===== config.mk =====
export PLATFORM = sky130hd
export DESIGN_NAME = fp_ctl_status_unit
export DESIGN_NICKNAME = d
export VERILOG_FILES = /design/src/rtl/fcsr_pkg.sv /design/src/rtl/fcsr_flag_store.sv /design/src/rtl/fcsr_rm_store.sv /design/src/rtl/fcsr_rm_resolve.sv /design/src/rtl/fp_ctl_status_unit.sv
export SDC_FILE = /design/constraint.sdc
export NUM_CORES = 1
export LEC_CHECK = 0
export BUFFER_PORTS_ARGS = -buffer_cell sky130_fd_sc_hd__buf_2
export CORE_MARGIN = 1.5
export CORE_UTILIZATION = 41
export DETAILED_ROUTE_END_ITERATION = 8
export GPL_TIMING_DRIVEN = 0
export HOLD_SLACK_MARGIN = 0.15
export PLACE_DENSITY = 0.83
export SETUP_SLACK_MARGIN = 0.05
export SLEW_MARGIN = 25
export SYNTH_ARGS = -nofsm -noshare
export SYNTH_HDL_FRONTEND = slang
export SYNTH_SLANG_ARGS = --single-unit

===== constraint.sdc =====
create_clock -name clk -period 1.9 [get_ports clk]
set_clock_uncertainty 0.2 [all_clocks]
set_input_delay 0.19 -clock clk [delete_from_list [all_inputs] [get_ports clk]]
set_output_delay 0.19 -clock clk [all_outputs]
set_load 0.01 [all_outputs]

===== src/rtl/fcsr_pkg.sv =====
package fcsr_pkg;
  typedef enum logic [1:0] {
    VIEW_ALL   = 2'd0,
    VIEW_FLAGS = 2'd1,
    VIEW_RM    = 2'd2,
    VIEW_NONE  = 2'd3
  } fcsr_view_e;

  // highest rounding encoding that names a real mode; the dynamic code is all ones
  localparam int unsigned RM_LAST_LEGAL = 4;
endpackage


===== src/rtl/fcsr_flag_store.sv =====
module fcsr_flag_store #(
  parameter int unsigned FLAG_W = 5
) (
  input  logic              clk,
  input  logic              rst,
  input  logic              wr_en,
  input  logic [FLAG_W-1:0] wr_val,
  input  logic              rep_en,
  input  logic [FLAG_W-1:0] rep_bits,
  output logic [FLAG_W-1:0] flags_q
);
  always_ff @(posedge clk) begin
    if (rst)
      flags_q <= '0;
    else if (wr_en)
      flags_q <= wr_val;             // software write wins over a report
    else if (rep_en)
      flags_q <= flags_q | rep_bits; // sticky accumulation
  end
endmodule


===== src/rtl/fcsr_rm_store.sv =====
module fcsr_rm_store #(
  parameter int unsigned RM_W = 3
) (
  input  logic            clk,
  input  logic            rst,
  input  logic            wr_en,
  input  logic [RM_W-1:0] wr_val,
  output logic [RM_W-1:0] rm_q
);
  always_ff @(posedge clk) begin
    if (rst)
      rm_q <= '0;
    else if (wr_en)
      rm_q <= wr_val;
  end
endmodule


===== src/rtl/fcsr_rm_resolve.sv =====
module fcsr_rm_resolve
  import fcsr_pkg::*;
#(
  parameter int unsigned RM_W = 3
) (
  input  logic            clk,
  input  logic            rst,
  input  logic [RM_W-1:0] instr_rm,
  input  logic [RM_W-1:0] rm_q,
  output logic [RM_W-1:0] eff_q,
  output logic            illegal_q
);
  localparam logic [RM_W-1:0] DYN_CODE = '1;
  localparam logic [RM_W-1:0] LAST_OK  = RM_W'(RM_LAST_LEGAL);

  logic [RM_W-1:0] pick;
  logic            bad;

  always_comb begin
    pick = (instr_rm == DYN_CODE) ? rm_q : instr_rm;
    bad  = (pick > LAST_OK);
  end

  always_ff @(posedge clk) begin
    if (rst) begin
      eff_q     <= '0;
      illegal_q <= 1'b0;
    end else begin
      eff_q     <= pick;
      illegal_q <= bad;
    end
  end
endmodule


===== src/rtl/fp_ctl_status_unit.sv =====
module fp_ctl_status_unit
  import fcsr_pkg::*;
#(
  parameter int unsigned XLEN   = 32,
  parameter int unsigned FLAG_W = 5,
  parameter int unsigned RM_W   = 3
) (
  input  logic            clk,
  input  logic            rst,
  input  logic            csr_req,
  input  logic [1:0]      csr_view,
  input  logic            csr_swap,
  input  logic [XLEN-1:0] csr_wdata,
  output logic [XLEN-1:0] csr_rdata,
  input  logic            flag_valid,
  input  logic [FLAG_W-1:0] flag_bits,
  input  logic [RM_W-1:0] instr_rm,
  output logic [RM_W-1:0] rm_eff,
  output logic            rm_illegal
);
  localparam int unsigned RM_LSB  = FLAG_W;
  localparam int unsigned USED_W  = FLAG_W + RM_W;

  fcsr_view_e      view;
  logic            do_swap;
  logic            flag_wr;
  logic            rm_wr;
  logic [RM_W-1:0] rm_wval;
  logic [FLAG_W-1:0] flags_q;
  logic [RM_W-1:0] rm_q;
  logic [XLEN-1:0] rd_next;
  logic            unused_hi;

  assign unused_hi = ^csr_wdata[XLEN-1:USED_W];

  always_comb begin
    view    = fcsr_view_e'(csr_view);
    do_swap = csr_req && csr_swap;
    flag_wr = do_swap && (view == VIEW_ALL || view == VIEW_FLAGS);
    rm_wr   = do_swap && (view == VIEW_ALL || view == VIEW_RM);
    rm_wval = (view == VIEW_ALL) ? csr_wdata[RM_LSB +: RM_W] : csr_wdata[RM_W-1:0];
    rd_next = '0;
    case (view)
      VIEW_ALL:   rd_next[USED_W-1:0] = {rm_q, flags_q};
      VIEW_FLAGS: rd_next[FLAG_W-1:0] = flags_q;
      VIEW_RM:    rd_next[RM_W-1:0]   = rm_q;
      default:    rd_next = '0;
    endcase
  end

  fcsr_flag_store #(.FLAG_W(FLAG_W)) u_flags (
    .clk      (clk),
    .rst      (rst),
    .wr_en    (flag_wr),
    .wr_val   (csr_wdata[FLAG_W-1:0]),
    .rep_en   (flag_valid),
    .rep_bits (flag_bits),
    .flags_q  (flags_q)
  );

  fcsr_rm_store #(.RM_W(RM_W)) u_rm (
    .clk    (clk),
    .rst    (rst),
    .wr_en  (rm_wr),
    .wr_val (rm_wval),
    .rm_q   (rm_q)
  );

  fcsr_rm_resolve #(.RM_W(RM_W)) u_res (
    .clk       (clk),
    .rst       (rst),
    .instr_rm  (instr_rm),
    .rm_q      (rm_q),
    .eff_q     (rm_eff),
    .illegal_q (rm_illegal)
  );

  always_ff @(posedge clk) begin
    if (rst)
      csr_rdata <= '0;
    else if (csr_req)
      csr_rdata <= rd_next;
  end
endmodule


* After elaboration in Yosys (flattened, before gate mapping) *
Cells that the tools add are included.

cells by class
  magnitude comparators = 1
  equal/unequal tests = 3
  mux-type cells = 7
  bitwise logic cells = 1
  reductions and logical operators = 8

operators by type and width
  cell                                                                   count
  5-bit two-way mux                                                      2
  3-bit two-way mux                                                      3
  3-bit one-hot mux with 2 select lines                                  1
  5-bit bitwise OR                                                       1
  3-bit equality test, second input constant                             1
  3-bit > comparator, second input constant                              1
  1-bit logical AND                                                      3
  2-bit by 1-bit equality test with 1-bit output, second input constant  1
  2-bit equality test, second input constant                             1
  2-bit logical NOT                                                      1
  1-bit logical OR                                                       2
  2-bit two-way mux                                                      1
  2-bit nonzero test                                                     1
  2-bit OR reduction                                                     1

word-level totals
  bits in registers = 20
  input bits = 47
  output and inout bits = 36
  word-level logic and storage cells = 25

* Depth between registers and ports, before layout *
  depth in word-level cells = 4
  gate-level depth with buffers = 5
  depth with buffers taken out = 3

* Modules after synthesis *
Synthesis repeated with hierarchy kept, for this count alone.

unflattened totals
  cell total of the unflattened synthesis = 115
  area total of the unflattened synthesis = 1093.5 µm²

modules (own cells, without submodules)
  module              times used  cells an instance  area an instance (µm²)  sequential area each (µm²)
  fp_ctl_status_unit  1           70                 606.8                   160.2
  fcsr_flag_store     1           21                 242.7                   100.1
  fcsr_rm_resolve     1           15                 142.6                   80.1
  fcsr_rm_store       1           9                  101.3                   60.1

* Least setup slack after synthesis *
No wires, ideal clock.

  path type = input-to-reg
  start point = input port csr_req
  end point = register u_rm.rm_q[1]
  setup time = 136 ps
  arrival = 758 ps
  required time = 1564 ps
  slack = 806 ps
  stages = 5
  path buffers = 2
  path through = buf_4 and3b_1 buf_6 nor2_2 a211oi_2

between the ends
  longest elaborated chain between the ends = 2

RTL lines
  what                    line                      RTL
  start: declaration      fp_ctl_status_unit.sv:10  input logic csr_req,
  1-bit logical AND       fp_ctl_status_unit.sv:38  do_swap = csr_req && csr_swap;
  1-bit logical AND       fp_ctl_status_unit.sv:40  rm_wr = do_swap && (view == VIEW_ALL || view == VIEW_RM);
  end signal: assignment  fcsr_rm_store.sv:14       rm_q <= wr_val;
  end: declaration        fcsr_rm_store.sv:8        output logic [RM_W-1:0] rm_q

Every way passes these cells.
A chain may end at the register's enable or synchronous reset.

* Worst setup path in the final report *
  start point = input port rst
  end point = register u_flags.flags_q[3]

RTL lines
  what                    line                     RTL
  start: declaration      fp_ctl_status_unit.sv:9  input logic rst,
  end signal: assignment  fcsr_flag_store.sv:16    flags_q <= wr_val;
  end signal: assignment  fcsr_flag_store.sv:18    flags_q <= flags_q | rep_bits;
  end: declaration        fcsr_flag_store.sv:10    output logic [FLAG_W-1:0] flags_q

No word-level cell between the ends.

==> results.sh <==
export IMPL_dr_pass1_iters=4
export IMPL_synth_top_area_share_pct=38.19
export IMPL_die_area_sq_um=2870
export IMPL_critPathTopFamily="buffers and inverters"
export IMPL_leakage_nw=0.8081
export IMPL_rsz0062_at_grt="no"
export IMPL_required_ns=1.95
export IMPL_most_common_layout_cells="buf_2 (33), dlygate4sd3_1 (28), buf_4 (25)"
export IMPL_layout_drive_gt1_share_pct=35.15
export IMPL_nNetsFinal=250
export IMPL_post_route_period_util_pct=92.28
export IMPL_end_kind="flip-flop"
export IMPL_fmaxAchievable_mhz=570.4
export IMPL_setup_ws_ns=0.1467
export IMPL_finalPower_uw=929.0
export IMPL_die_w_microns=53.57
export IMPL_cts_clk_slew_worst_paths_ns=0.11
export IMPL_grt_use_met3_pct=1.944
export IMPL_drc=0
export IMPL_grt_max_degree=12
export IMPL_outcome="complete, no violations"
export IMPL_cp_cell_sequence="dlygate4sd3_1 > a211oi_1 > dlygate4sd3_1"
export IMPL_cp_max_fo=10
export IMPL_overflow=0
export IMPL_wl_per_cell_microns=11.86
export IMPL_drv_slew=0
export IMPL_yosys_top_cells_area="dfxtp_1 (38%), buf_4 (19%), a311oi_1 (4.2%)"
export IMPL_pin_count=83
export IMPL_r2r_start="u_rm.rm_q[1]$_SDFFE_PP0P_"
export IMPL_grt_pass1_wl_microns=4077
export IMPL_layout_commonest_cell="buf_2"
export IMPL_synth_top_family_by_area="buffers and inverters"
export IMPL_die_h_microns=53.57
export IMPL_drtAntennaViolNets=0
export IMPL_reg2reg_depth=3
export IMPL_yosys_area_top_type="dfxtp_1"
export IMPL_netlist_instances=116
export IMPL_cpPeakStageDelay_ns=0.72
export IMPL_grtUsageTotal_pct=19.77
export IMPL_worstSetupPathType="in -> reg"
export IMPL_grt_pass1_vias=928
export IMPL_cp_num_buf_inv=2
export IMPL_viasPerCell=4.599
export IMPL_hold_depth=2
export IMPL_slowest_stage="dlygate4sd3_1"
export IMPL_power_density_nw_per_um2=563.3
export IMPL_clock_latency_ns=0.30
export IMPL_core_area_sq_um=2455
export IMPL_timing_reg2reg_setup_slack_ns=0.34
export IMPL_cpMostUsedCell="dlygate4sd3_1"
export IMPL_hold_start="rst"
export IMPL_synth_xor_area_share_pct=0
export IMPL_io_buffers=32
export IMPL_final_util_pct=67.18
export IMPL_synthAdderAreaFrac_pct=0
export IMPL_hold_ws_ns=0.1886
export IMPL_preCtsSetupSlack_ns=0.6955
export IMPL_yosysUniqueCellTypes=26
export IMPL_gp_congestion=0.7478
export IMPL_placed_cell_area_sq_um=1333
export IMPL_drt_wl_total_microns=2752
export IMPL_antenna_found_initial=0
export IMPL_use_met1_pct=23.34
export IMPL_cp_arrival_ns=1.80
export IMPL_hold_path_class="in -> reg"
export IMPL_min_period_ns=1.753
export IMPL_area_growth_synth_to_final_pct=57.28
export IMPL_synth_mux_area_share_pct=2.864
export IMPL_top_usage_layer="met2"
export IMPL_fin_setup_tns_ns=0
export IMPL_ys_ff_latch=20
export IMPL_synth_compound_area_share_pct=16.95
export IMPL_drt_iter0_markers=23
export IMPL_instances_no_fill=232
export IMPL_antennaDiodeCount=0
export IMPL_num_rows=18
export IMPL_start_kind="primary input"
export IMPL_cts_htree_levels=1
export IMPL_syn_area_sq_um=1049
export IMPL_dp_hpwl_microns=1647
export IMPL_ys_seq_area_share_pct=38.19
export IMPL_cts_root_buf="clkbuf_4"
export IMPL_grt_use_met2_pct=34.16
export IMPL_syn_avg_cell_area_sq_um=9.039
export IMPL_initial_core_util_pct=42.71
export IMPL_hold_end="csr_rdata[2]$_SDFFE_PP0P_"
export IMPL_cts_sinks=20
export IMPL_setup_viol=0
export IMPL_peakVddDrop_mv=0.3778
export IMPL_yosys_area_share_simple_pct=19.33
export IMPL_rr_endpoint="u_res.eff_q[1]$_SDFF_PP0_"
export IMPL_cts_buffers_inserted=3
export IMPL_dp_cells=201
export IMPL_postLayoutCellArea_sq_um=1649
export IMPL_ys_warn_count=0
export IMPL_maxCapViolCount=0
export IMPL_vias=1067
export IMPL_clockBufferDepth=2
export IMPL_finalHoldViolCount=0
export IMPL_cts_tree="done"
[state kept, by name, indices dropped and copies added (netlist names)]
signal           count
u_res.eff_q          3
u_rm.rm_q            3
u_res.illegal_q      1
u_flags.flags_q      5
csr_rdata            8
[how the worst max path moves through the flow]
| stage | start | slack [ns] | to | cells past startpoint |
|---|---|---|---|---|
| after floorplan | csr_req | 0.81 | u_rm.rm_q[1]$_SDFFE_PP0P_ | 5 |
| after CTS | csr_req | 0.07 | csr_rdata[2]$_SDFFE_PP0P_ | 6 |
| after global placement | csr_view[1] | 0.73 | u_rm.rm_q[2]$_SDFFE_PP0P_ | 4 |
| after detailed placement | csr_view[1] | 0.70 | csr_rdata[1]$_SDFFE_PP0P_ | 4 |
| final | rst | 0.15 | u_flags.flags_q[3]$_SDFFE_PP0P_ | 3 |
| after global routing | rst | 0.08 | u_flags.flags_q[3]$_SDFFE_PP0P_ | 3 |
[synth_stat cells (all sizes together)]
cell type  count
and3b          1
dfxtp         20
buf           28
nor3b          1
a211oi         8
nand2b         6
a311oi         5
a31oi          2
nand4b         1
inv            4
mux2i          3
nor4b          1
a21oi          8
nor2b          2
nand3b         6
nor2          14
o22ai          1
conb           1
nand3          1
nor3           1
clkbuf         2
[kinds of logic after synthesis]
group	Yosys count
flops	20
mux	3
buf+inv	34
simple gates	34
other cells	1
compound gates	24
[layer usage]
layer  share of wire, %  routed length, microns
met5                  0                       0
met4                3.1                      85
met3                6.9                     190
met1                 38                    1052
met2                 52                    1424
[timing repair]
action	4_1_cts	5_1_grt
hold buffers	30	0
endpoints found under the setup margin	0	4
setup buffers	0	0
resized for setup	0	1
endpoints found under the hold margin	20	0
[layout make-up]
class | count | area [sq um]
tap | 30 | 37.54
inverter | 4 | 15.01
fill | 196 | 805.8
timing repair buffer | 60 | 440.4
sequential | 20 | 400.4
buffer | 29 | 219.0
multi-input combinational | 85 | 500.5
clock buffer | 4 | 36.28
[power breakdown]
group	internal (mW)	total, mW	switching (mW)	leakage [nW]
Sequential	0.442	0.456	0.0144	0.164
Combinational	0.125	0.227	0.101	0.623
Clock	0.117	0.246	0.129	0.0210
Total	0.684	0.929	0.245	0.808
No activity file was read; power rests on OpenSTA's default activity.
